**src/rtl/uart_idle_pkg.sv**
```systemverilog
package uart_idle_pkg;

    typedef enum logic [1:0] {
        ST_DISARMED = 2'd0,
        ST_COUNTING = 2'd1,
        ST_FIRE     = 2'd2
    } idle_state_e;

endpackage

```
**src/rtl/idle_char_len.sv**
```systemverilog
// Bit times in one idle character, derived from the frame format.
module idle_char_len #(
    parameter int DLEN_W   = 4,
    parameter int MIN_DATA = 5,
    parameter int MAX_DATA = 9,
    parameter int LEN_W    = 4
) (
    input  logic [DLEN_W-1:0] data_bits,
    input  logic              parity_en,
    input  logic              two_stop,
    output logic [LEN_W-1:0]  char_len
);

    logic [DLEN_W-1:0] eff_bits;

    always_comb begin
        if (data_bits < DLEN_W'(MIN_DATA))
            eff_bits = DLEN_W'(MIN_DATA);
        else if (data_bits > DLEN_W'(MAX_DATA))
            eff_bits = DLEN_W'(MAX_DATA);
        else
            eff_bits = data_bits;
    end

    always_comb begin
        char_len = LEN_W'(1) + LEN_W'(eff_bits) + LEN_W'(parity_en)
                 + (two_stop ? LEN_W'(2) : LEN_W'(1));
    end

endmodule

```
**src/rtl/idle_bit_timer.sv**
```systemverilog
// Counts line-high bit ticks within one idle character.
module idle_bit_timer #(
    parameter int LEN_W = 4
) (
    input  logic             clk,
    input  logic             rst_n,
    input  logic             clear,
    input  logic             run,
    input  logic             bit_tick,
    input  logic             rx_line,
    input  logic [LEN_W-1:0] char_len,
    output logic             char_done,
    output logic [LEN_W-1:0] bit_cnt
);

    logic at_end;
    logic active;

    assign active    = run && !clear;
    assign at_end    = (bit_cnt >= (char_len - LEN_W'(1)));
    assign char_done = active && bit_tick && rx_line && at_end;

    always_ff @(posedge clk or negedge rst_n) begin
        if (!rst_n)
            bit_cnt <= '0;
        else if (!active)
            bit_cnt <= '0;
        else if (bit_tick) begin
            if (!rx_line || at_end)
                bit_cnt <= '0;
            else
                bit_cnt <= bit_cnt + LEN_W'(1);
        end
    end

    // a low line on a tick restarts the character
    a_r9_low_restarts: assert property (@(posedge clk) disable iff (!rst_n)
        (active && bit_tick && !rx_line) |=> (bit_cnt == '0));

    // no tick, no movement
    a_r10_hold_without_tick: assert property (@(posedge clk) disable iff (!rst_n)
        (active && !bit_tick) |=> $stable(bit_cnt));

endmodule

```
**src/rtl/idle_char_counter.sv**
```systemverilog
// Counts completed idle characters and flags the limit.
module idle_char_counter #(
    parameter int CNT_W = 16
) (
    input  logic             clk,
    input  logic             rst_n,
    input  logic             clear,
    input  logic             step,
    input  logic [CNT_W-1:0] limit,
    output logic             reached,
    output logic [CNT_W-1:0] char_cnt
);

    logic [CNT_W:0] nxt;

    assign nxt     = {1'b0, char_cnt} + (CNT_W+1)'(1);
    assign reached = step && (limit != '0) && (nxt >= {1'b0, limit});

    always_ff @(posedge clk or negedge rst_n) begin
        if (!rst_n)
            char_cnt <= '0;
        else if (clear)
            char_cnt <= '0;
        else if (step)
            char_cnt <= reached ? '0 : nxt[CNT_W-1:0];
    end

    // a clear leaves the count at zero
    a_r7_clear_zeroes: assert property (@(posedge clk) disable iff (!rst_n)
        clear |=> (char_cnt == '0));

endmodule

```
**src/rtl/uart_idle_timeout.sv**
```systemverilog
module uart_idle_timeout
    import uart_idle_pkg::*;
#(
    parameter int MAX_IDLE_W    = 16,
    parameter int DLEN_W        = 4,
    parameter int MIN_DATA_BITS = 5,
    parameter int MAX_DATA_BITS = 9
) (
    input  logic                  clk,
    input  logic                  rst_n,
    input  logic                  bit_tick,
    input  logic                  rx_line,
    input  logic                  char_rcvd,
    input  logic [DLEN_W-1:0]     data_bits,
    input  logic                  parity_en,
    input  logic                  two_stop,
    input  logic [MAX_IDLE_W-1:0] max_idle,
    output logic                  buf_close,
    output logic                  irq
);

    localparam int MAX_CHAR_LEN = 1 + MAX_DATA_BITS + 1 + 2;
    localparam int LEN_W        = $clog2(MAX_CHAR_LEN + 1);

    idle_state_e           state_q, state_d;
    logic [LEN_W-1:0]      char_len;
    logic [LEN_W-1:0]      bit_cnt;
    logic [MAX_IDLE_W-1:0] char_cnt;
    logic                  run;
    logic                  char_done;
    logic                  hit;

    assign run = (state_q == ST_COUNTING) && (max_idle != '0);

    idle_char_len #(
        .DLEN_W  (DLEN_W),
        .MIN_DATA(MIN_DATA_BITS),
        .MAX_DATA(MAX_DATA_BITS),
        .LEN_W   (LEN_W)
    ) u_len (
        .data_bits(data_bits),
        .parity_en(parity_en),
        .two_stop (two_stop),
        .char_len (char_len)
    );

    idle_bit_timer #(
        .LEN_W(LEN_W)
    ) u_bits (
        .clk      (clk),
        .rst_n    (rst_n),
        .clear    (char_rcvd),
        .run      (run),
        .bit_tick (bit_tick),
        .rx_line  (rx_line),
        .char_len (char_len),
        .char_done(char_done),
        .bit_cnt  (bit_cnt)
    );

    idle_char_counter #(
        .CNT_W(MAX_IDLE_W)
    ) u_chars (
        .clk     (clk),
        .rst_n   (rst_n),
        .clear   (char_rcvd || !run),
        .step    (char_done),
        .limit   (max_idle),
        .reached (hit),
        .char_cnt(char_cnt)
    );

    // next-state logic
    always_comb begin
        state_d = state_q;
        unique case (state_q)
            ST_DISARMED: if (char_rcvd) state_d = ST_COUNTING;           // arm
            ST_COUNTING: begin
                if (char_rcvd)  state_d = ST_COUNTING;                   // rearm
                else if (hit)   state_d = ST_FIRE;                       // hit
            end
            ST_FIRE:     state_d = char_rcvd ? ST_COUNTING : ST_DISARMED; // rearm / release
            default:     state_d = ST_DISARMED;
        endcase
    end

    // state register
    always_ff @(posedge clk or negedge rst_n) begin
        if (!rst_n)
            state_q <= ST_DISARMED;
        else
            state_q <= state_d;
    end

    // outputs
    always_comb begin
        buf_close = (state_q == ST_FIRE);
        irq       = (state_q == ST_FIRE);
    end

    // one clock wide
    a_r5_single_pulse: assert property (@(posedge clk) disable iff (!rst_n)
        buf_close |=> !buf_close);

    // a zero limit never leads to a pulse
    a_r8_zero_never_fires: assert property (@(posedge clk) disable iff (!rst_n)
        $rose(buf_close) |-> ($past(max_idle) != '0));

    // the pulse follows a line-high tick
    a_r4_fire_on_tick: assert property (@(posedge clk) disable iff (!rst_n)
        $rose(buf_close) |-> ($past(bit_tick) && $past(rx_line)));

    // strobe clears counts and arms
    a_r7_strobe_arms: assert property (@(posedge clk) disable iff (!rst_n)
        char_rcvd |=> (state_q == ST_COUNTING && bit_cnt == '0 && char_cnt == '0));

endmodule

```
**config.mk**
```make
export PLATFORM = sky130hd
export DESIGN_NAME = uart_idle_timeout
export DESIGN_NICKNAME = d
export VERILOG_FILES = /design/src/rtl/uart_idle_pkg.sv /design/src/rtl/idle_char_len.sv /design/src/rtl/idle_bit_timer.sv /design/src/rtl/idle_char_counter.sv /design/src/rtl/uart_idle_timeout.sv
export SDC_FILE = /design/constraint.sdc
export NUM_CORES = 1
export LEC_CHECK = 0
export BUFFER_PORTS_ARGS = -buffer_cell sky130_fd_sc_hd__buf_2
export CORE_MARGIN = 2
export CORE_UTILIZATION = 40
export DETAILED_ROUTE_END_ITERATION = 12
export GPL_TIMING_DRIVEN = 0
export PLACE_DENSITY = 0.57
export SYNTH_ARGS = -nofsm -noshare
export SYNTH_HDL_FRONTEND = slang
export SYNTH_SLANG_ARGS = --single-unit
```
**constraint.sdc**
```tcl
create_clock -name clk -period 4.4 [get_ports clk]
set_clock_uncertainty 0.15 [all_clocks]
set_input_delay 0.88 -clock clk [delete_from_list [all_inputs] [get_ports clk]]
set_output_delay 0.88 -clock clk [all_outputs]
set_load 0.005 [all_outputs]
```
* After elaboration in Yosys (flattened, before gate mapping)
Cells that the tools add are included.
Word-level totals: logic and storage cells 48, register bits after elaboration 22, output and inout port bits 2, input bits 27
Operators by class: mux-type cells 14, equality and inequality tests 5, reduce and logical (&&, ||, !) cells 16, $lt $le $gt $ge 4, add/sub/neg operators 6
Operators by type and width (number):
- 2-to-1 mux 16 bit | 3
- 2-to-1 mux 4 bit | 5
- adder 16 x 1 -> 17 bit (second input constant) | 1
- >= comparator 17 x 16 -> 1 bit | 1
- nonzero test 16 bit | 1
- 2-to-1 mux 2 bit | 4
- logical AND 1 bit | 7
- one-hot mux 2 bit (3 select lines) | 1
- adder 1 x 4 -> 4 bit (first input constant) | 1
- adder 4 x 1 -> 4 bit | 1
- adder 4 x 1 -> 4 bit (second input constant) | 1
- adder 4 bit | 1
- >= comparator 4 bit | 1
- > comparator 4 bit (second input constant) | 1
- less-than comparator 4 x 3 -> 1 bit (second input constant) | 1
- != test 2 bit (second input constant) | 2
- subtractor 4 x 1 -> 4 bit (second input constant) | 1
- logical NOT 1 bit | 3
- != test 3 x 2 -> 1 bit (second input constant) | 1
- == test 2 x 1 -> 1 bit (second input constant) | 1
- == test 2 bit (second input constant) | 1
- logical NOT 2 bit | 1
- logical OR 1 bit | 2
- AND reduction 2 bit | 1
- other kinds (2) | 2

* Depth between registers and ports, before layout
depth in word-level cells 14, gate-level depth with buffers 13, depth with buffers taken out 12

* By module
Synthesis repeated with hierarchy kept, for this count alone.
Second synthesis, totals: cells, all modules 253, area total of the unflattened synthesis 2197.1 um^2
Modules (own cells, without submodules):
- idle_char_counter | cells an instance 183, area each 1564.0 um^2, times used 1
- idle_bit_timer | cells an instance 37, area each 341.6 um^2, times used 1
- idle_char_len | cells an instance 17, area each 150.1 um^2, times used 1
- uart_idle_timeout | cells an instance 16, area each 141.4 um^2, times used 1

* Worst setup path before layout
OpenSTA, ideal clock, no wires.
kind input to register, start in data_bits[3], end reg u_chars.char_cnt[7], setup slack 0.654 ns, path buffers 1, data arrival time 3.510 ns, stages on the path 12, required time 4.163 ns, cells stage by stage and3b_1 o21bai_1 fa_1 fa_1 inv_1 ha_1 o21ai_0 a211o_1 a211oi_2 buf_6 nand2_1 o211ai_1
On the way: longest elaborated chain between the ends 14, elaborated cells on any way between the ends 16, those cells by class add/sub (4); order compare (3); mux (5); reduce/logical (4)
Ends and longest elaborated chain:
- start: declaration | RTL line uart_idle_timeout.sv:14 | input logic [DLEN_W-1:0] data_bits,
- > comparator 4 bit | RTL line idle_char_len.sv:19 | else if (data_bits > DLEN_W'(MAX_DATA))
- 2-to-1 mux 4 bit | RTL line idle_char_len.sv:19
- 2-to-1 mux 4 bit (*) | RTL line idle_char_len.sv:17 | if (data_bits < DLEN_W'(MIN_DATA))
- adder 1 x 4 -> 4 bit (*) | RTL line idle_char_len.sv:26 | char_len = LEN_W'(1) + LEN_W'(eff_bits) + LEN_W'(parity_en)
- adder 4 x 1 -> 4 bit (*) | RTL line idle_char_len.sv:26
- adder 4 bit (*) | RTL line idle_char_len.sv:27 | + (two_stop ? LEN_W'(2) : LEN_W'(1));
- subtractor 4 x 1 -> 4 bit (*) | RTL line idle_bit_timer.sv:20 | assign at_end = (bit_cnt >= (char_len - LEN_W'(1)));
- >= comparator 4 bit (*) | RTL line idle_bit_timer.sv:20
- logical AND 1 bit (*) | RTL line idle_bit_timer.sv:21 | assign char_done = active && bit_tick && rx_line && at_end;
- logical AND 1 bit (2 in series) | RTL line idle_char_counter.sv:17 | assign reached = step && (limit != '0) && (nxt >= {1'b0, limit});
- 2-to-1 mux 16 bit | RTL line idle_char_counter.sv:25 | char_cnt <= reached ? '0 : nxt[CNT_W-1:0];
- 2-to-1 mux 16 bit | RTL line idle_char_counter.sv:24 | else if (step)
- 2-to-1 mux 16 bit | RTL line idle_char_counter.sv:22 | else if (clear)
- end signal: assignment | RTL line idle_char_counter.sv:25
- end: declaration | RTL line idle_char_counter.sv:11 | output logic [CNT_W-1:0] char_cnt
Every way passes the cells marked *; elsewhere a longest branch is shown, timed or not. The select of a mux whose other input is x is not followed. A chain may end at the register's enable or synchronous reset.

* Worst setup path in the final report
Ends and elaborated chain as after synthesis.

==> results.rst <==
.. list-table::
   :header-rows: 1

   * - Metric
     - Value
   * - Number of CTS-inserted buffers
     - 3
   * - Starting DRC count in detailed routing
     - 81
   * - Global-route wire length before repair
     - just over 7000 µm
   * - Number of top-level design ports
     - 29
   * - Max-slew headroom
     - 0.5381
   * - Synth Net Count
     - 273
   * - Cts repair resizes
     - 0
   * - HPWL after detailed placement
     - 3388 µm
   * - Proportion of layout cells with a drive suffix above 1
     - 0.1976
   * - Syn. warnings
     - 0
   * - Critical path buffer and inverter count
     - 3
   * - CORE AREA
     - 4661 µm²
   * - Type of element launching the critical path
     - input port
   * - Total iterations of the first detailed-routing run
     - 4
   * - Status
     - completed
   * - Pwr/cell area
     - 206.3 nW/µm²
   * - Final critical-path share of the clock period
     - 0.9014
   * - Number of storage elements in the synthesis netlist
     - 22
   * - Detailed-route vias per instance
     - 5.417
   * - Synth-to-layout area growth
     - 14.59%
   * - Crit Path Category
     - input port to flop
   * - Worst-path cell with the longest stage delay
     - a211oi_2
   * - Clock network latency to the later pin of the worst-skew pair
     - 0.26 ns
   * - Detailed-route wire length
     - around 4200 µm
   * - Number of antenna-violating nets in the routed design
     - 0
   * - Reported max-cap violation count
     - 0
   * - Hold buffer count at CTS
     - 0
   * - Top cell by count, worst path
     - fa_1
   * - Clk slew on worst S/H paths
     - 0.08 ns
   * - Count of antenna diodes in the layout
     - 0
   * - Part of the Yosys area used for sequential elements
     - 0.2880
   * - Commonest non-fill, non-tap cells in the layout
     - 30 x nand2_1, 29 x buf_2, 23 x ha_1
   * - Shortest period the worst path allows
     - between 3 and 4 ns
   * - Class of the tightest hold or removal check
     - flop to flop
   * - Count of mapped cells out of synthesis
     - 221
   * - Clock sink total
     - 22
   * - Largest delay share family, worst path
     - compound AO/OA/AOI/OAI gates
   * - Die boundary width
     - about 73 µm
   * - Transition time at the pin with the least slew margin
     - 0.6891 ns
   * - Average footprint of a synthesized cell
     - 8.651 µm²
   * - Number of buffers inserted to repair setup after CTS
     - 0
   * - Total via count after detailed routing
     - 1663
   * - Number of cell rows
     - 25
   * - # nets final
     - 306
   * - Number of fill cells in the layout
     - 461
   * - Maximum clock insertion buffer count
     - 2
   * - Worst-path fanout max
     - 10
   * - Number of buffers added on ports
     - 28
   * - Post-place setup slack
     - 0.1608 ns
   * - Cell area after synthesis
     - 1912 µm²
   * - Total routing resource utilization after global routing
     - 0.1738
   * - Final Hold Vio Count
     - 0
   * - DRC Markers
     - 0
   * - TritonCTS clock tree
     - yes
   * - Sequence of cells on the critical path
     - buf_2 -> and3b_1 -> o21bai_1 -> fa_1 -> fa_1 -> inv_1 -> ha_1 -> o21ai_0 -> a211o_1 -> a211oi_2 -> buf_6 -> nand2_1 -> o211ai_1
   * - RePlAce Congestion
     - 0.7655
   * - Commonest non-fill, non-tap cell in the layout
     - nand2_1
   * - Die height
     - 73.14 µm
   * - Starting density of the core
     - 0.4102
   * - Master cell of the clock root buffer
     - clkbuf_8
   * - Average wire per standard cell
     - 13.75 µm
   * - Sum of negative setup slack
     - 0 ns
   * - Min setup slack post-route
     - 0.4339 ns
   * - Number of global-route vias before repair
     - 1549
   * - Area enclosed by the die boundary
     - around 5300 µm²
   * - RSZ-0062 raised after global routing
     - no
   * - Number of distinct library cell variants in the gate-level netlist after synthesis
     - 45
   * - Initial antenna violation count
     - 0
   * - Type of element capturing the critical path
     - flop
   * - Maximum number of pins on one net before global-route repair
     - 23
   * - Maximum clock rate
     - approximately 0.25 GHz
   * - Fin. max-slew vios
     - 0
   * - Worst voltage drop across the vdd grid
     - 0.0001489 V
   * - Critical Path AT
     - roughly 4 ns
   * - Peak per-stage delay on the critical path
     - 0.53 ns
   * - Leak Pwr
     - 0.001134 µW
   * - Final setup viols
     - 0
   * - Required @ worst endpoint
     - 4.43 ns
   * - Max H-tree Level
     - 1
   * - Global route overflow
     - 0
cell usage after synthesis (all sizes together):
| cell | count | area [µm²] |
|---|---|---|
| a32o | 7 | 70.07 |
| or4 | 1 | 11.26 |
| nor2b | 2 | 12.51 |
| nor3 | 7 | 40.04 |
| o2bb2ai | 1 | 8.760 |
| buf | 4 | 35.03 |
| xor2 | 2 | 17.52 |
| and3b | 1 | 8.760 |
| and2 | 5 | 31.28 |
| nand4b | 1 | 8.760 |
| or2 | 7 | 43.79 |
| a21oi | 5 | 25.02 |
| and4 | 1 | 8.760 |
| nor2 | 11 | 43.80 |
| nor4 | 5 | 31.28 |
| o21ba | 1 | 10.01 |
| inv | 22 | 82.58 |
| fa | 2 | 40.04 |
| o21ai | 6 | 30.02 |
| nand2 | 30 | 112.6 |
| and3 | 1 | 6.260 |
| nand3 | 7 | 35.03 |
| o21a | 3 | 22.52 |
| dfrtp | 22 | 550.5 |
| a211oi | 4 | 40.03 |
| o22ai | 1 | 6.260 |
| a21o | 3 | 22.52 |
| nand2b | 2 | 12.51 |
| nand4 | 9 | 62.56 |
| a31oi | 2 | 12.51 |
| o211ai | 7 | 52.55 |
| a211o | 3 | 26.28 |
| xnor2 | 7 | 61.31 |
| o21bai | 1 | 7.510 |
| clkbuf | 1 | 3.750 |
| nor3b | 4 | 30.03 |
| ha | 23 | 287.8 |
per-stage QoR:
| stage | instances | power (µW) | hold WS (ns) | area, µm² | util |
|---|---|---|---|---|---|
| 3_3_place_gp | 303 | 265.9 | 0.3194 | 2120 | 0.4548 |
| 3_5_place_dp | 303 | 267.1 | 0.3289 | 2120 | 0.4548 |
| 2_1_floorplan | 221 | 239.5 | 0.2891 | 1912 | - |
| 5_1_grt | 307 | 476.7 | 0.3857 | 2191 | 0.4701 |
| 4_1_cts | 307 | 458.9 | 0.3414 | 2191 | 0.4701 |
| 6_report | 307 | 452.0 | 0.3391 | 2191 | 0.4701 |
logic make-up after synthesis:
group	count (synthesis)	synth area share
adder cells (fa/ha/maj)	25	0.1715
flip-flops	22	0.2880
AND/OR/NAND/NOR	94	0.2611
AO/OA/AOI/OAI	44	0.1747
buffers and inverters	27	0.06348
XOR/XNOR	9	0.04123
sequential cells by signal, indices dropped and copies added (netlist names):
name              flops
u_chars.char_cnt     16
u_bits.bit_cnt        4
state_q               2
area by class of cell:
cell class	count	area [µm²]	share of cell area
Buffer	5	38.79	0.01770
Clock buffer	3	41.29	0.01885
Clock inverter	1	30.03	0.01371
Inverter	22	82.58	0.03769
Multi-Input combinational cell	172	1240	0.5660
Sequential cell	22	550.5	0.2513
Tap cell	54	67.56	0.03084
Timing Repair Buffer	28	140.1	0.06396
per-layer routing:
layer  wire length (µm)  GRT usage  share of wire  vias up
met4                 38    0.04938         0.0090        0
met3                131   0.008287          0.031        2
li1                   -          -              -      871
met2               1826     0.2813           0.43       33
met5                  0          0              0        -
met1               2225     0.2515           0.53      757
report_power, final:
part           internal, µW  switching (µW)  leakage (µW)
sequential              203            1.33      0.000302
clock                   121            68.3     0.0000357
combinational          24.6            33.3      0.000796
path summary, 6_finish.rpt:
check | from | endpoint | slack [ns] | cells past startpoint
max | data_bits[3] | u_chars.char_cnt[7] | 0.43 | 13
min | state_q[1] | state_q[0] | 0.34 | 1
max reg2reg | u_chars.char_cnt[0] | u_chars.char_cnt[7] | 0.47 | 12
min reg2reg | state_q[1] | state_q[0] | 0.34 | 1
max in group asynchronous | rst_n | u_chars.char_cnt[9] | 3.31 | 1
min in group asynchronous | rst_n | u_bits.bit_cnt[2] | 0.43 | 1
No activity file was read; power rests on OpenSTA's default activity.
